**src/rtl/axfo_pkg.sv**
```systemverilog
package axfo_pkg;
  localparam int TYPE_W = 2;
  typedef logic [TYPE_W-1:0] syn_type_t;
endpackage

```
**src/rtl/axfo_activity.sv**
```systemverilog
module axfo_activity #(
  parameter int N_AXON = 64,
  localparam int AW = $clog2(N_AXON)
) (
  input  logic          clk,
  input  logic          rst_n,
  input  logic          ev_fire,
  input  logic [AW-1:0] ev_axon,
  input  logic          tick,
  input  logic          take,
  output logic [AW-1:0] pick_axon,
  output logic          any_active
);
  logic [N_AXON-1:0] pend_q, act_q, clr_vec, set_vec;

  function automatic logic [AW-1:0] lowest_set(input logic [N_AXON-1:0] v);
    logic [AW-1:0] r;
    r = '0;
    for (int i = N_AXON - 1; i >= 0; i--) if (v[i]) r = AW'(i);
    return r;
  endfunction

  assign pick_axon  = lowest_set(act_q);
  assign any_active = |act_q;

  always_comb begin
    clr_vec = '0;
    set_vec = '0;
    if (take)    clr_vec[pick_axon] = 1'b1;
    if (ev_fire) set_vec[ev_axon]   = 1'b1;
  end

  always_ff @(posedge clk) begin
    if (!rst_n) begin
      pend_q <= '0;
      act_q  <= '0;
    end else begin
      act_q  <= (act_q & ~clr_vec) | (tick ? pend_q : '0);
      pend_q <= (tick ? '0 : pend_q) | set_vec;
    end
  end

  AST_DELIVERED_CLEARED: assert property (@(posedge clk) disable iff (!rst_n)
    take && !(tick && pend_q[pick_axon]) |=> !act_q[$past(pick_axon)]);
  AST_EVENT_COLLECTED: assert property (@(posedge clk) disable iff (!rst_n)
    ev_fire |=> pend_q[$past(ev_axon)]);
  AST_TICK_EMPTIES: assert property (@(posedge clk) disable iff (!rst_n)
    tick && !ev_fire |=> pend_q == '0);
endmodule

```
**src/rtl/axfo_xbar.sv**
```systemverilog
module axfo_xbar
  import axfo_pkg::*;
#(
  parameter int N_AXON = 64,
  parameter int N_NEUR = 32,
  localparam int AW = $clog2(N_AXON)
) (
  input  logic              clk,
  input  logic              rst_n,
  input  logic              cfg_we,
  input  logic [AW-1:0]     cfg_axon,
  input  logic [N_NEUR-1:0] cfg_row,
  input  syn_type_t         cfg_type,
  input  logic [AW-1:0]     rd_axon,
  output logic [N_NEUR-1:0] rd_row,
  output syn_type_t         rd_type
);
  logic [N_NEUR-1:0] row_q  [N_AXON];
  syn_type_t         type_q [N_AXON];

  always_ff @(posedge clk) begin
    if (!rst_n) begin
      for (int a = 0; a < N_AXON; a++) begin
        row_q[a]  <= '0;
        type_q[a] <= '0;
      end
    end else if (cfg_we) begin
      row_q[cfg_axon]  <= cfg_row;
      type_q[cfg_axon] <= cfg_type;
    end
  end

  assign rd_row  = row_q[rd_axon];
  assign rd_type = type_q[rd_axon];

  AST_CFG_LANDS: assert property (@(posedge clk) disable iff (!rst_n)
    cfg_we |=> row_q[$past(cfg_axon)] == $past(cfg_row));
endmodule

```
**src/rtl/axfo_outreg.sv**
```systemverilog
module axfo_outreg
  import axfo_pkg::*;
#(
  parameter int N_AXON = 64,
  parameter int N_NEUR = 32,
  localparam int AW = $clog2(N_AXON)
) (
  input  logic              clk,
  input  logic              rst_n,
  input  logic              any_active,
  input  logic [AW-1:0]     rd_axon,
  input  logic [N_NEUR-1:0] rd_row,
  input  syn_type_t         rd_type,
  input  logic              out_ready,
  output logic              take,
  output logic              out_valid,
  output logic [AW-1:0]     out_axon,
  output logic [N_NEUR-1:0] out_row,
  output syn_type_t         out_type
);
  assign take = any_active && (!out_valid || out_ready);

  always_ff @(posedge clk) begin
    if (!rst_n) begin
      out_valid <= 1'b0;
      out_axon  <= '0;
      out_row   <= '0;
      out_type  <= '0;
    end else if (take) begin
      out_valid <= 1'b1;
      out_axon  <= rd_axon;
      out_row   <= rd_row;
      out_type  <= rd_type;
    end else if (out_ready) begin
      out_valid <= 1'b0;
    end
  end

  AST_HOLD_STALLED: assert property (@(posedge clk) disable iff (!rst_n)
    out_valid && !out_ready |=> out_valid && $stable(out_axon) && $stable(out_row) && $stable(out_type));
  AST_TAKE_SHOWS: assert property (@(posedge clk) disable iff (!rst_n)
    take |=> out_valid && out_axon == $past(rd_axon));
endmodule

```
**src/rtl/axon_fanout.sv**
```systemverilog
module axon_fanout
  import axfo_pkg::*;
#(
  parameter int N_AXON = 64,
  parameter int N_NEUR = 32,
  localparam int AW = $clog2(N_AXON)
) (
  input  logic              clk,
  input  logic              rst_n,
  input  logic              ev_valid,
  output logic              ev_ready,
  input  logic [AW-1:0]     ev_axon,
  input  logic              tick,
  input  logic              cfg_we,
  input  logic [AW-1:0]     cfg_axon,
  input  logic [N_NEUR-1:0] cfg_row,
  input  logic [TYPE_W-1:0] cfg_type,
  output logic              out_valid,
  input  logic              out_ready,
  output logic [AW-1:0]     out_axon,
  output logic [N_NEUR-1:0] out_row,
  output logic [TYPE_W-1:0] out_type,
  output logic              done
);
  logic              ev_fire, take, any_active;
  logic [AW-1:0]     pick_axon;
  logic [N_NEUR-1:0] rd_row;
  syn_type_t         rd_type;

  assign ev_ready = 1'b1;
  assign ev_fire  = ev_valid && ev_ready;

  axfo_activity #(.N_AXON(N_AXON)) u_act (
    .clk(clk), .rst_n(rst_n), .ev_fire(ev_fire), .ev_axon(ev_axon), .tick(tick),
    .take(take), .pick_axon(pick_axon), .any_active(any_active));

  axfo_xbar #(.N_AXON(N_AXON), .N_NEUR(N_NEUR)) u_xbar (
    .clk(clk), .rst_n(rst_n), .cfg_we(cfg_we), .cfg_axon(cfg_axon), .cfg_row(cfg_row),
    .cfg_type(cfg_type), .rd_axon(pick_axon), .rd_row(rd_row), .rd_type(rd_type));

  axfo_outreg #(.N_AXON(N_AXON), .N_NEUR(N_NEUR)) u_out (
    .clk(clk), .rst_n(rst_n), .any_active(any_active), .rd_axon(pick_axon), .rd_row(rd_row),
    .rd_type(rd_type), .out_ready(out_ready), .take(take), .out_valid(out_valid),
    .out_axon(out_axon), .out_row(out_row), .out_type(out_type));

  assign done = !any_active && !out_valid;

  AST_DONE_STAYS: assert property (@(posedge clk) disable iff (!rst_n)
    done && !tick |=> done);
  AST_DONE_NO_BEAT: assert property (@(posedge clk) disable iff (!rst_n)
    tick && done |=> !out_valid);
endmodule

```
**config.mk**
```make
export PLATFORM = sky130hd
export DESIGN_NAME = axon_fanout
export DESIGN_NICKNAME = d
export VERILOG_FILES = /design/src/rtl/axfo_pkg.sv /design/src/rtl/axfo_activity.sv /design/src/rtl/axfo_xbar.sv /design/src/rtl/axfo_outreg.sv /design/src/rtl/axon_fanout.sv
export SDC_FILE = /design/constraint.sdc
export NUM_CORES = 2
export LEC_CHECK = 0
export BUFFER_PORTS_ARGS = -buffer_cell sky130_fd_sc_hd__buf_2
export CORE_MARGIN = 5
export CORE_UTILIZATION = 43
export CTS_CLUSTER_SIZE = 30
export DETAILED_ROUTE_END_ITERATION = 16
export PLACE_DENSITY = 0.62
export SLEW_MARGIN = 20
export SYNTH_ARGS = -nofsm -noshare
export SYNTH_HDL_FRONTEND = slang
export SYNTH_SLANG_ARGS = --single-unit
```
**constraint.sdc**
```tcl
create_clock -name clk -period 4.8 [get_ports clk]
set_input_delay 0.48 -clock clk [delete_from_list [all_inputs] [get_ports clk]]
set_output_delay 0.48 -clock clk [all_outputs]
set_load 0.01 [all_outputs]
```
---- After elaboration in Yosys (flattened, before gate mapping) ----
Memories as Yosys holds them, arrays and structs flattened. A register that Yosys moved wholly into a read port is not among the register bits.
Index checks and enable logic that the tools add are counted.
storage, ports and cells
  bits in registers ....................... 135
  RAM bits ................................ 2176
  output and inout bits ................... 43
  word-level logic and storage cells ...... 111
  memories ................................ 2
memory list
  memory         words  width  rd ports  clocked after memory_dff  wr ports  RTL line         text
  u_xbar.row_q   64     32     1         1                         64        axfo_xbar.sv:18  logic [N_NEUR-1:0] row_q [N_AXON];
  u_xbar.type_q  64     2      1         1                         64        axfo_xbar.sv:19  syn_type_t type_q [N_AXON];
operators by class
  order comparisons ....................... 4
  mux-type cells .......................... 84
  bitwise gates (word level) .............. 4
  reductions and logical operators ........ 13
operators by type and width
  operator                                                            number
  2-to-1 mux 6 bit                                                    66
  2-to-1 mux 64 bit                                                   4
  bitwise OR 64 bit                                                   2
  AND 64 bit                                                          1
  NOT 64 bit                                                          1
  OR reduction 64 bit                                                 1
  2-to-1 mux 32 bit                                                   1
  OR reduction 32 bit                                                 1
  less-than comparator 6 x 7 -> 1 bit (second input constant)         2
  demux 1 bit (select 6 bit)                                          2
  greater-or-equal comparator 6 x 1 -> 1 bit (second input constant)  2
  2-to-1 mux 1 bit                                                    10
  logical AND 1 bit                                                   4
  zero test 1 bit                                                     4
  2-to-1 mux 2 bit                                                    1
  nonzero test 2 bit                                                  1
  OR reduction 2 bit                                                  1
  logical OR 1 bit                                                    1

---- Depth between registers and ports, before layout ----
  word-level depth ........................ 72
  gate-level depth with buffers ........... 17
  depth with buffers taken out ............ 11

---- Hierarchy ----
A second synthesis with hierarchy kept.
unflattened totals
  cells, all modules ...................... 7395
  area total of the unflattened synthesis .. 107072.7 µm²
by module, submodules not included
  module         times used  cells each  area an instance (µm²)  seq. area each (µm²)
  axfo_xbar      1           6365        98919.9                 65342.7
  axfo_activity  1           849         6454.9                  2562.5
  axfo_outreg    1           178         1682.9                  820.8
  axon_fanout    1           3           15.0                    0.0

---- Least setup slack after synthesis ----
No wires, ideal clock.
  path kind ............................... in2reg
  from .................................... in rst_n
  to ...................................... mem u_xbar.row_q[30][0] (enable)
  setup time .............................. 0.472 ns
  data arrival time ....................... 3.823 ns
  required time ........................... 4.328 ns
  slack ................................... 0.505 ns
  cell stages on the path ................. 6
  path buffers ............................ 2
  cell sequence ........................... clkbuf_1 nand2_1 nor2_1 nand3_1 clkbuf_1 o21ai_0
RTL lines
  element             RTL line          text
  start: declaration  axon_fanout.sv:9  input logic rst_n,
  end: declaration    axfo_xbar.sv:18

---- Worst setup path in the final report ----
  from .................................... reg u_act.act_q[15]
  to ...................................... reg u_out.out_row[23] (read register of u_xbar.row_q)
between the ends
  word-level cells in the longest chain between the ends .. 16
RTL lines
  element                         RTL line             text
  start: declaration              axfo_activity.sv:14  logic [N_AXON-1:0] pend_q, act_q, clr_vec, set_vec;
  start signal: assignment        axfo_activity.sv:38  act_q <= (act_q & ~clr_vec) | (tick ? pend_q : '0);
  2-to-1 mux 6 bit (16 in a row)  axfo_activity.sv:19  for (int i = N_AXON - 1; i >= 0; i--) if (v[i]) r = AW'(i);
  end: declaration                axfo_outreg.sv:18    output logic [N_NEUR-1:0] out_row,
Several ways; a longest one is shown, not always the timed one.
A chain may end at the register's enable or synchronous reset.

==> results.cfg <==
[clocking]
cts_buffer_depth = 3
root_buffer = clkbuf_16
cts_made_buffers = 240
worstSkewPairLatency_ps = 930
cts_tree = done
path_clk_slew_ps = 60
cts.sinks = 2345
htree_num_levels = 4

[route]
via_per_inst = 6.383
dr_wl_met2_um = 175300
wl_met1_um = 146100
routedWlPerCell_um = 35.22
wl_met3_um = 53820
wirelength_um = 406900
drc = 0
highest_layer = met5
ant_nets = 0
drtIter0Drc = 13039
drt_pass1_iterations = 10
vias = 73754

[power]
irDropWorstVdd_mv = 0.3349
p_leak_nw = 41.04
switchingPower_mw = 12.46
swShare = 0.2619
combPwrFrac = 0.107
pwr-share-seq = 0.500
p_int_mw = 35.10
power_frac_clock = 0.393
pwr_density_cell_nw_per_um2 = 402.4

[synthesis]
synthAdderAreaFrac = 0
netlist_area_um2 = 102900
synth_compound_area_frac = 0.1164
syn_nets = 8095
synth_top_area_frac = 0.6348
synth_area_leader_cell = edfxtp_1
synth_top_family_by_area = simple AND/OR/NAND/NOR gates
synth_cell_type_count = 79
yosys.area_share.simple = 0.1737
async_reset_ff_frac = 0
ys.warnings.count = 0
ys_seq_area_frac = 0.6677
synth_edf_count = 2176
synthMuxAreaShare = 0.006856
synthXorXnorAreaFrac = 0
synthCells = 8043
ys_seq_elements = 2345
synthFlopType = edfxtp_1
synth_area_leaders = edfxtp_1, and2_1, dfxtp_1, clkbuf_1, a22oi_1
syn-mean-instance-area_um2 = 12.80

[sta]
worst_pin_slew_ps = 1257
finalCriticalPeriod_ps = 4764
skew_ps = 105.5
max_freq_ghz = 0.2099
rsz0062_at_grt = no
final-setup-viol-count = 0
hold_viol = 0
relSlewSlack = 0.1618
final.period_utilization = 0.9926
finalMaxSlewViolations = 0

[place]
port_buffers = 93
placed_cell_area_um2 = 110200
place_congestion = 0.9871
dp_hpwl_um = 247900

[global_routing]
overflow = 0
grt_pass1_wl_um = 560000
antenna_found_initial = 53
grt_start_max_net_pins = 88
grt.total_usage = 0.3168
grt_pass1_vias = 69765

[floorplanning]
ios = 95
die_x_um = 499.3
core-area_um2 = 238100
die_area_um2 = 249300
die_y_um = 499.3
rows = 179
initial_core_util = 0.4323

[worst_setup_path]
critPathRequiredTime_ps = 5650
cp-end-kind = flip-flop
crit_path_max_fanout = 23
criticalPathCategory = reg -> reg
crit_path_start_kind = flip-flop
cp_data_arrival_time_ps = 5610

[cells_and_area]
fin_util = 0.4965
final_nets = 8198
area.growth.synth_to_final_pct = 14.85
fin_area_um2 = 118200
layout_common_cells = and2_1, edfxtp_1, buf_4
layout.cells.most_common = and2_1
drive_gt1_frac = 0.1414

[min_path]
worstHoldPathType = in -> reg

[run]
drv_cap = 0

[outcome]
status = completed
[worst max-delay path, cell delays in order, from the launching register on]
cell	delay, ps
dfxtp_1	360
nor4_1	750
and4_1	300
o211ai_1	80
and2_1	250
buf_4	200
nor4_4	270
and2_4	520
buf_4	460
a222oi_1	190
a31oi_1	990
nor4_1	120
a31oi_1	180
[sequential cells by signal (all words and copies together) (netlist names)]
| signal | flops |
|---|---|
| u_act.pend_q | 64 |
| u_out.out_row | 32 |
| u_xbar.type_q | 128 |
| u_out.out_axon | 6 |
| u_xbar.row_q | 2048 |
| u_act.act_q | 64 |
| u_out.out_valid | 1 |
| u_out.out_type | 2 |
[final timing paths]
path	from	end	slack, ps	depth (start not counted)
max	u_act.act_q[15]$_SDFF_PN0_	u_out.out_row[23]$_SDFFE_PN0P_	40	12
min	cfg_row[10]	u_xbar.row_q[4][10]$_SDFFCE_PN0P_	80	2
max reg2reg	u_act.act_q[15]$_SDFF_PN0_	u_out.out_row[23]$_SDFFE_PN0P_	40	12
min reg2reg	u_act.pend_q[62]$_SDFF_PN0_	u_act.act_q[62]$_SDFF_PN0_	410	2
[logic make-up after synthesis]
logic type,after synthesis
multiplexers,70
other,1
AND/OR/NAND/NOR,3089
buffers and inverters,878
AO/OA/AOI/OAI,1660
flip-flops,2345
[Yosys cell counts, types with 10 or more instances]
master    instances
o211ai_1         11
nand3_1          81
and2_1         2249
and3_1           22
nor2_1          126
buf_2            86
nor2b_1          21
buf_1            61
a21oi_1         249
buf_4            35
o21a_1           11
nand2_1         436
clkbuf_1        604
a211oi_1         13
o21ai_0         200
dfxtp_1         169
a31oi_1         177
edfxtp_1       2176
a22oi_1         294
nor3_1           30
o22ai_1          83
a221oi_1        155
inv_1            79
a32oi_1          18
nand3b_1         10
buf_6            13
nand4_1          13
a21boi_0         71
mux2i_1          66
a21o_1           12
a22o_1           89
a221o_1          18
nor4_1           53
a222oi_1        179
[per-layer routing]
layer / vias to the layer above / track usage
met4: 28 / 0.2085
met1: 37138 / 0.4134
met5: - / 0.002284
met3: 1123 / 0.08829
li1: 29867 / -
met2: 5598 / 0.4642
[repair_timing]
item | in CTS | in global routing
setup buffers | 7 | 0
hold endpoints to repair | 21 | 0
pin swaps | 2 | 1
resized for setup | 3 | 16
hold buffers | 3 | 0
endpoints found under the setup margin | 9 | 13
[area by class of cell]
type / count / area [um2]
Antenna cell: 34 / 85.08
Clock buffer: 334 / 6584
Clock inverter: 116 / 1159
Fill cell: 20287 / 119900
Inverter: 79 / 296.5
Multi-Input combinational cell: 4820 / 31780
Sequential cell: 2345 / 68730
Tap cell: 3167 / 3963
Timing Repair Buffer: 660 / 5618
[power by group through the flow]
stage / Combinational, mW / Clock (mW) / Sequential [mW]
global placement: 4.82 / 0 / 24.1
detailed placement: 4.84 / 0 / 24.2
floorplan: 2.08 / 0 / 24.1
finish: 5.08 / 18.7 / 23.8
CTS: 4.87 / 18.7 / 23.8
global route: 5.09 / 19.6 / 23.8
[stage by stage]
step           setup slack (ps)  power, mW  TNS, ps  std cells  hold WS (ps)
6_report                  35.51      47.56        0      11555         81.89
5_1_grt                   4.652      48.49        0      11528         97.91
4_1_cts                   21.99      47.35        0      11521         36.30
3_5_place_dp             -196.7      29.04   -504.7      11061         457.8
3_3_place_gp             -843.3      28.97    -3028      11060         453.0
2_1_floorplan             504.5      26.13        0       8043         450.0
(Power assumes the default switching activity.)
